<file path="src/rtl/div_pkg.sv">
package div_pkg;
  typedef enum logic [1:0] {
    ST_IDLE,
    ST_RUN,
    ST_FIX
  } div_state_t;
endpackage

</file>
<file path="src/rtl/div_prep.sv">
// Operand conditioning: narrows word operands, takes magnitudes, flags signs.
module div_prep #(
  parameter int XLEN = 64,
  parameter int WLEN = 32
) (
  input  logic [XLEN-1:0] a,
  input  logic [XLEN-1:0] b,
  input  logic            sgn,
  input  logic            word,
  output logic [XLEN-1:0] dvd_mag,
  output logic [XLEN-1:0] dvs_mag,
  output logic            neg_q,
  output logic            neg_r,
  output logic            zero_dvs
);
  localparam int XW = XLEN - WLEN;
  localparam logic [XLEN-1:0] ONE = {{(XLEN-1){1'b0}}, 1'b1};

  logic [XLEN-1:0] a_ext, b_ext, a_abs, b_abs;
  logic            a_neg, b_neg;

  always_comb begin
    if (word) begin
      a_ext = {{XW{sgn & a[WLEN-1]}}, a[WLEN-1:0]};
      b_ext = {{XW{sgn & b[WLEN-1]}}, b[WLEN-1:0]};
    end else begin
      a_ext = a;
      b_ext = b;
    end
    a_neg    = sgn & a_ext[XLEN-1];
    b_neg    = sgn & b_ext[XLEN-1];
    a_abs    = a_neg ? ((~a_ext) + ONE) : a_ext;
    b_abs    = b_neg ? ((~b_ext) + ONE) : b_ext;
    zero_dvs = (b_ext == '0);
    // word operands are pre-shifted so the MSB-first loop starts at bit WLEN-1
    dvd_mag  = word ? (a_abs << XW) : a_abs;
    dvs_mag  = b_abs;
    // a zero divisor keeps the all-ones quotient unsigned-looking
    neg_q    = (a_neg ^ b_neg) & ~zero_dvs;
    neg_r    = a_neg;
  end
endmodule

</file>
<file path="src/rtl/div_core.sv">
// Restoring shift-subtract loop, one quotient bit per step.
module div_core #(
  parameter int XLEN = 64
) (
  input  logic            clk,
  input  logic            rst,
  input  logic            load,
  input  logic            step,
  input  logic [XLEN-1:0] dvd,
  input  logic [XLEN-1:0] dvs,
  output logic [XLEN-1:0] quo,
  output logic [XLEN-1:0] rem
);
  logic [XLEN-1:0] d_q, r_q, s_q;
  logic [XLEN:0]   trial, diff;
  logic            fit;

  always_comb begin
    trial = {r_q, d_q[XLEN-1]};
    diff  = trial - {1'b0, s_q};
    fit   = ~diff[XLEN];
  end

  always_ff @(posedge clk) begin
    if (rst) begin
      d_q <= '0;
      r_q <= '0;
      s_q <= '0;
    end else if (load) begin
      d_q <= dvd;
      r_q <= '0;
      s_q <= dvs;
    end else if (step) begin
      r_q <= fit ? diff[XLEN-1:0] : trial[XLEN-1:0];
      d_q <= {d_q[XLEN-2:0], fit};
    end
  end

  assign quo = d_q;
  assign rem = r_q;
endmodule

</file>
<file path="src/rtl/div_fix.sv">
// Sign restoration and word-result sign extension.
module div_fix #(
  parameter int XLEN = 64,
  parameter int WLEN = 32
) (
  input  logic [XLEN-1:0] quo,
  input  logic [XLEN-1:0] rem,
  input  logic            neg_q,
  input  logic            neg_r,
  input  logic            word,
  output logic [XLEN-1:0] q_out,
  output logic [XLEN-1:0] r_out
);
  localparam int XW = XLEN - WLEN;
  logic [XLEN-1:0] qs, rs;

  always_comb begin
    qs    = neg_q ? (~quo + {{(XLEN-1){1'b0}}, 1'b1}) : quo;
    rs    = neg_r ? (~rem + {{(XLEN-1){1'b0}}, 1'b1}) : rem;
    q_out = word ? {{XW{qs[WLEN-1]}}, qs[WLEN-1:0]} : qs;
    r_out = word ? {{XW{rs[WLEN-1]}}, rs[WLEN-1:0]} : rs;
  end
endmodule

</file>
<file path="src/rtl/seq_divider.sv">
module seq_divider
  import div_pkg::*;
#(
  parameter int XLEN = 64,
  parameter int WLEN = 32
) (
  input  logic            clk,
  input  logic            rst,
  input  logic            start,
  input  logic            op_rem,
  input  logic            op_signed,
  input  logic            word_mode,
  input  logic [XLEN-1:0] opa,
  input  logic [XLEN-1:0] opb,
  output logic            busy,
  output logic            done,
  output logic [XLEN-1:0] result
);
  localparam int CW = $clog2(XLEN);
  localparam logic [XLEN-1:0] MINV = {1'b1, {(XLEN-1){1'b0}}};

  div_state_t      state;
  logic [CW-1:0]   cnt;
  logic [XLEN-1:0] lat_a, lat_b, q_keep, r_keep;
  logic            lat_sgn, lat_word, lat_rem, nq_q, nr_q, div0_q, keep_ok;

  logic [XLEN-1:0] dvd_mag, dvs_mag, quo, rem, q_fix, r_fix;
  logic            neg_q, neg_r, zero_dvs, hit, load;

  div_prep #(.XLEN(XLEN), .WLEN(WLEN)) u_prep (
    .a(opa), .b(opb), .sgn(op_signed), .word(word_mode),
    .dvd_mag(dvd_mag), .dvs_mag(dvs_mag),
    .neg_q(neg_q), .neg_r(neg_r), .zero_dvs(zero_dvs)
  );

  assign hit  = keep_ok && (opa == lat_a) && (opb == lat_b) &&
                (op_signed == lat_sgn) && (word_mode == lat_word);
  assign load = (state == ST_IDLE) && start && !hit;

  div_core #(.XLEN(XLEN)) u_core (
    .clk(clk), .rst(rst), .load(load), .step(state == ST_RUN),
    .dvd(dvd_mag), .dvs(dvs_mag), .quo(quo), .rem(rem)
  );

  div_fix #(.XLEN(XLEN), .WLEN(WLEN)) u_fix (
    .quo(quo), .rem(rem), .neg_q(nq_q), .neg_r(nr_q), .word(lat_word),
    .q_out(q_fix), .r_out(r_fix)
  );

  always_ff @(posedge clk) begin
    if (rst) begin
      state    <= ST_IDLE;
      cnt      <= '0;
      lat_a    <= '0;
      lat_b    <= '0;
      lat_sgn  <= 1'b0;
      lat_word <= 1'b0;
      lat_rem  <= 1'b0;
      nq_q     <= 1'b0;
      nr_q     <= 1'b0;
      div0_q   <= 1'b0;
      keep_ok  <= 1'b0;
      q_keep   <= '0;
      r_keep   <= '0;
      busy     <= 1'b0;
      done     <= 1'b0;
      result   <= '0;
    end else begin
      case (state)
        ST_IDLE: if (start) begin
          lat_rem <= op_rem;
          if (hit) begin
            result <= op_rem ? r_keep : q_keep;
            done   <= 1'b1;
          end else begin
            lat_a    <= opa;
            lat_b    <= opb;
            lat_sgn  <= op_signed;
            lat_word <= word_mode;
            nq_q     <= neg_q;
            nr_q     <= neg_r;
            div0_q   <= zero_dvs;
            keep_ok  <= 1'b0;
            done     <= 1'b0;
            busy     <= 1'b1;
            cnt      <= word_mode ? CW'(WLEN-1) : CW'(XLEN-1);
            state    <= ST_RUN;
          end
        end
        ST_RUN: begin
          if (cnt == '0) state <= ST_FIX;
          else           cnt   <= cnt - 1'b1;
        end
        ST_FIX: begin
          q_keep  <= q_fix;
          r_keep  <= r_fix;
          result  <= lat_rem ? r_fix : q_fix;
          done    <= 1'b1;
          busy    <= 1'b0;
          keep_ok <= 1'b1;
          state   <= ST_IDLE;
        end
        default: state <= ST_IDLE;
      endcase
    end
  end

  // handshake outputs are exclusive
  a_r7_busy_excl_done: assert property (@(posedge clk) disable iff (rst)
    busy |-> !done);
  // an idle unit with no request keeps its answer
  a_r9_result_hold: assert property (@(posedge clk) disable iff (rst)
    (!busy && !start) |=> ($stable(result) && $stable(done)));
  // captured operands stay put while a division runs
  a_r8_capture_stable: assert property (@(posedge clk) disable iff (rst)
    busy |=> ($stable(lat_a) && $stable(lat_b)));
  // an accepted request always leaves the unit busy or done
  a_r10_accept_moves: assert property (@(posedge clk) disable iff (rst)
    (start && !busy) |=> (busy || done));
  // full-width zero divisor gives an all-ones quotient
  a_r3_div0_quotient: assert property (@(posedge clk) disable iff (rst)
    (state == ST_FIX && div0_q && !lat_rem && !lat_word) |=> (result == '1));
  // signed overflow quotient equals the dividend
  a_r4_overflow_quotient: assert property (@(posedge clk) disable iff (rst)
    (state == ST_FIX && lat_sgn && !lat_word && !lat_rem &&
     lat_a == MINV && lat_b == '1) |=> (result == lat_a));
endmodule

</file>
<file path="config.mk">
export PLATFORM = sky130hd
export DESIGN_NAME = seq_divider
export DESIGN_NICKNAME = d
export VERILOG_FILES = /design/src/rtl/div_pkg.sv /design/src/rtl/div_prep.sv /design/src/rtl/div_core.sv /design/src/rtl/div_fix.sv /design/src/rtl/seq_divider.sv
export SDC_FILE = /design/constraint.sdc
export NUM_CORES = 2
export LEC_CHECK = 0
export BUFFER_PORTS_ARGS = -buffer_cell sky130_fd_sc_hd__buf_2
export CAP_MARGIN = 20
export CORE_AREA = 2 2 275 250
export CTS_BUF_LIST = sky130_fd_sc_hd__clkbuf_8
export DETAILED_ROUTE_END_ITERATION = 10
export DIE_AREA = 0 0 277 252
export PLACE_DENSITY = 0.81
export SYNTH_ARGS = -nofsm -noshare
export SYNTH_HDL_FRONTEND = slang
export SYNTH_HIERARCHICAL = 1
export SYNTH_SLANG_ARGS = --single-unit
export TNS_END_PERCENT = 50
</file>
<file path="constraint.sdc">
create_clock -name clk -period 3.9 [get_ports clk]
set_input_delay 0.195 -clock clk [delete_from_list [all_inputs] [get_ports clk]]
set_output_delay 0.195 -clock clk [all_outputs]
set_load 0.01 [all_outputs]
</file>
==> results.toml <==
[finish]
final_common_cell = "nand2_1"
drive_gt1_frac = 0.114
stdcell_area_um2 = 41600
finalNonFillerCells = 6012
final_nets = 5266
fillCellCount = 5793
final_cell_mix = "nand2_1 (958), dfxtp_1 (525), mux2i_1 (470)"
syn_to_final_growth_pct = 13.9
post-route-util = 0.624

[yosys]
syn_area_um2 = 36600
syn_nets = 5034
syn-mean-instance-area_um2 = 7.57
yosys_most_used_dff = "dfxtp_1"
ys_ff_latch = 528
synth_warnings = 6
synth_edf_count = 0
synth.distinct_cells = 116
syn_inst = 4829
ys_async_sr_fraction = 0
yosysSeqAreaShare = 0.289

[sta]
setup_tns_ps = 0
worstMarginPinSlew_ps = 1060
slew_viol_final = 0
fmax_ghz = 0.260
period_share = 0.988
max_slew_margin = 0.291
rsz0062_at_grt = "false"
finalHoldViolations = 0
skew_ps = 27.8
setup_violations = 0
finalCriticalPeriod_ps = 3850

[clock_tree]
cts-resized-gates = 0
clockBufferDepth = 3
clkTransAtPathRegs_ps = 60
cts_buffers = 90
cts-root-buf = "clkbuf_8"
cts_tree = "done"
clk_latency_ps = 710
cts_num_sinks = 528
cts_htree_levels = 3

[critical_path]
r2r_slack_ps = 50
r2r-start = "lat_a[59]$_SDFFE_PP0P_"
critPathCaptureType = "register"
path_class = "reg -> reg"
path_max_fanout = 48
cp.required_ps = 4510
startpoint = "lat_a[59]$_SDFFE_PP0P_"
r2r_end = "u_core/rem[29]$_SDFFE_PP0P_"
startpoint_type = "register"
arrival_ps = 4470
rr_worst_depth = 11

[placement]
gp_congestion = 1.02
dp_hpwl_mm = 92.8
dpl_cell_area_um2 = 38400
dp.cells = 5709
port_buffers = 199

[route]
vias_per_cell = 6.21
drt_wl_total_mm = 130
num_vias = 37322
routedWlPerCell_um = 21.6
drtAntennaViolNets = 0
drtIter0Drc = 4957
route.detailed.drc = 0
dr.pass1.iters = 6

[global_route]
antenna_found_initial = 5
grt_pass1_vias = 33923
track_usage = 0.359
grt_max_degree = 177
grt_pass1_wl_mm = 199
grt.overflow.total = 0

[pwr]
ir_drop_uv = 332
p_per_area_nw_per_um2 = 449
cellLeakagePower_nw = 17.5

[floorplanning]
ios = 200
initial_core_util = 0.548
core-area_um2 = 66700
die_h_um = 252
die_w_um = 277
die_area_um2 = 69800
num_rows = 90

[min_path]
hold_class = "in -> reg"
holdPathStages = 2
hold_end = "r_keep[17]$_SDFFE_PP0P_"
hp-start = "rst"

[flow_run]
max_cap_viol_count = 0

[outcome]
status = "completed"
## sequential cells by signal, summed over array words and instances, names as in the netlist
signal	flops
busy	1
cnt	6
done	1
keep_ok	1
lat_a	64
lat_b	64
lat_rem	1
lat_sgn	1
lat_word	1
nq_q	1
nr_q	1
q_keep	64
r_keep	64
result	64
state	2
u_core/quo	64
u_core/rem	64
u_core/s_q	64
## cell type report
type	instances	area, um2	area share
Inverter	153	582	0.0140
Multi-Input combinational cell	3824	24000	0.575
Timing Repair Buffer	464	3560	0.0856
Tap cell	874	1090	0.0263
Clock inverter	50	269	0.00646
Antenna cell	4	10.0	0.000240
Sequential cell	528	10600	0.254
Clock buffer	115	1580	0.0380
## worst max-delay path, cell delays in order (launching register included)
cell	delay, ps
dfxtp_1	330
xnor2_1	820
nand4_1	510
nor4_1	390
buf_4	190
nor2b_1	300
a21boi_4	130
buf_4	240
nor2_2	170
buf_12	240
nand2_1	140
o21ai_0	240
## kinds of logic after synthesis
group	Yosys count	share of synthesized area
simple gates	1931	0.244
compound gates	979	0.166
flops	528	0.289
buf+inv	477	0.0578
mux	476	0.131
xor+xnor	367	0.0881
fa+ha+maj	71	0.0245
## synth_stat cells (10+ instances only)
library cell / n / area [um2]
or2_2: 18 / 113
nor2_1: 383 / 1440
o21a_1: 13 / 97.6
o2111ai_1: 12 / 105
o31ai_1: 43 / 323
a31oi_1: 77 / 482
o211ai_1: 10 / 75.1
o41ai_1: 25 / 219
mux2i_1: 470 / 4700
nor4_1: 52 / 325
nor2b_1: 49 / 307
buf_2: 19 / 95.1
a41oi_1: 11 / 96.3
o22ai_1: 13 / 81.3
nand4_1: 54 / 338
o21ai_0: 230 / 1150
or3_1: 36 / 225
ha_1: 70 / 876
inv_1: 149 / 559
o21ai_1: 18 / 90.1
nand2_1: 958 / 3600
o41ai_2: 12 / 195
o21bai_1: 14 / 105
a21o_1: 26 / 195
dfxtp_1: 528 / 10600
a21oi_1: 357 / 1790
nand3_1: 109 / 546
nand2b_1: 40 / 250
a211oi_1: 13 / 97.6
nor3_1: 77 / 385
buf_4: 10 / 75.1
a21boi_0: 12 / 90.1
clkbuf_1: 241 / 905
buf_1: 21 / 78.8
xor2_1: 191 / 1670
and3_1: 18 / 113
buf_6: 24 / 270
xnor2_1: 175 / 1530
and2_1: 26 / 163
or4_1: 31 / 233
## what timing repair did
item                                   4_1_cts  5_1_grt
buffers inserted                             0        3
hold buffers                               131        0
setup endpoints to repair                    0        2
endpoints found under the hold margin      137        0
## layer usage
metal | wire (um) | global-route usage | vias to the layer above | part of all wire
met2 | 54000 | 0.527 | 2183 | 0.41
met1 | 54700 | 0.493 | 17421 | 0.42
met4 | 7690 | 0.192 | 0 | 0.059
met3 | 13700 | 0.0773 | 408 | 0.11
met5 | 0 | 0 | - | 0
li1 | - | - | 17310 | -
## stage by stage
stage / hold slack, ps / total power (W) / setup slack, ps
6_report: 179 / 0.0187 / 48.0
5_1_grt: 189 / 0.0195 / 9.41
4_1_cts: 172 / 0.0184 / 175
3_5_place_dp: 447 / 0.0131 / 209
3_3_place_gp: 441 / 0.0130 / -59.6
2_1_floorplan: 337 / 0.0110 / 626
## how the worst max path moves through the flow
stage | to | slack [ps] | cells after the start
finish | u_core/rem[29]$_SDFFE_PP0P_ | 50 | 11
floorplan | u_core/rem[10]$_SDFFE_PP0P_ | 630 | 15
CTS | u_core/rem[26]$_SDFFE_PP0P_ | 180 | 15
global placement | u_core/rem[51]$_SDFFE_PP0P_ | -60 | 14
global route | u_core/rem[58]$_SDFFE_PP0P_ | 9 | 14
detailed placement | u_core/rem[26]$_SDFFE_PP0P_ | 210 | 15
## power by group
part | internal, W | total (W) | switching [W]
registers | 0.00572 | 0.00607 | 0.000355
logic | 0.00277 | 0.00742 | 0.00466
clock network | 0.00273 | 0.00519 | 0.00246
total | 0.0112 | 0.0187 | 0.00747
(Power assumes the default switching activity.)
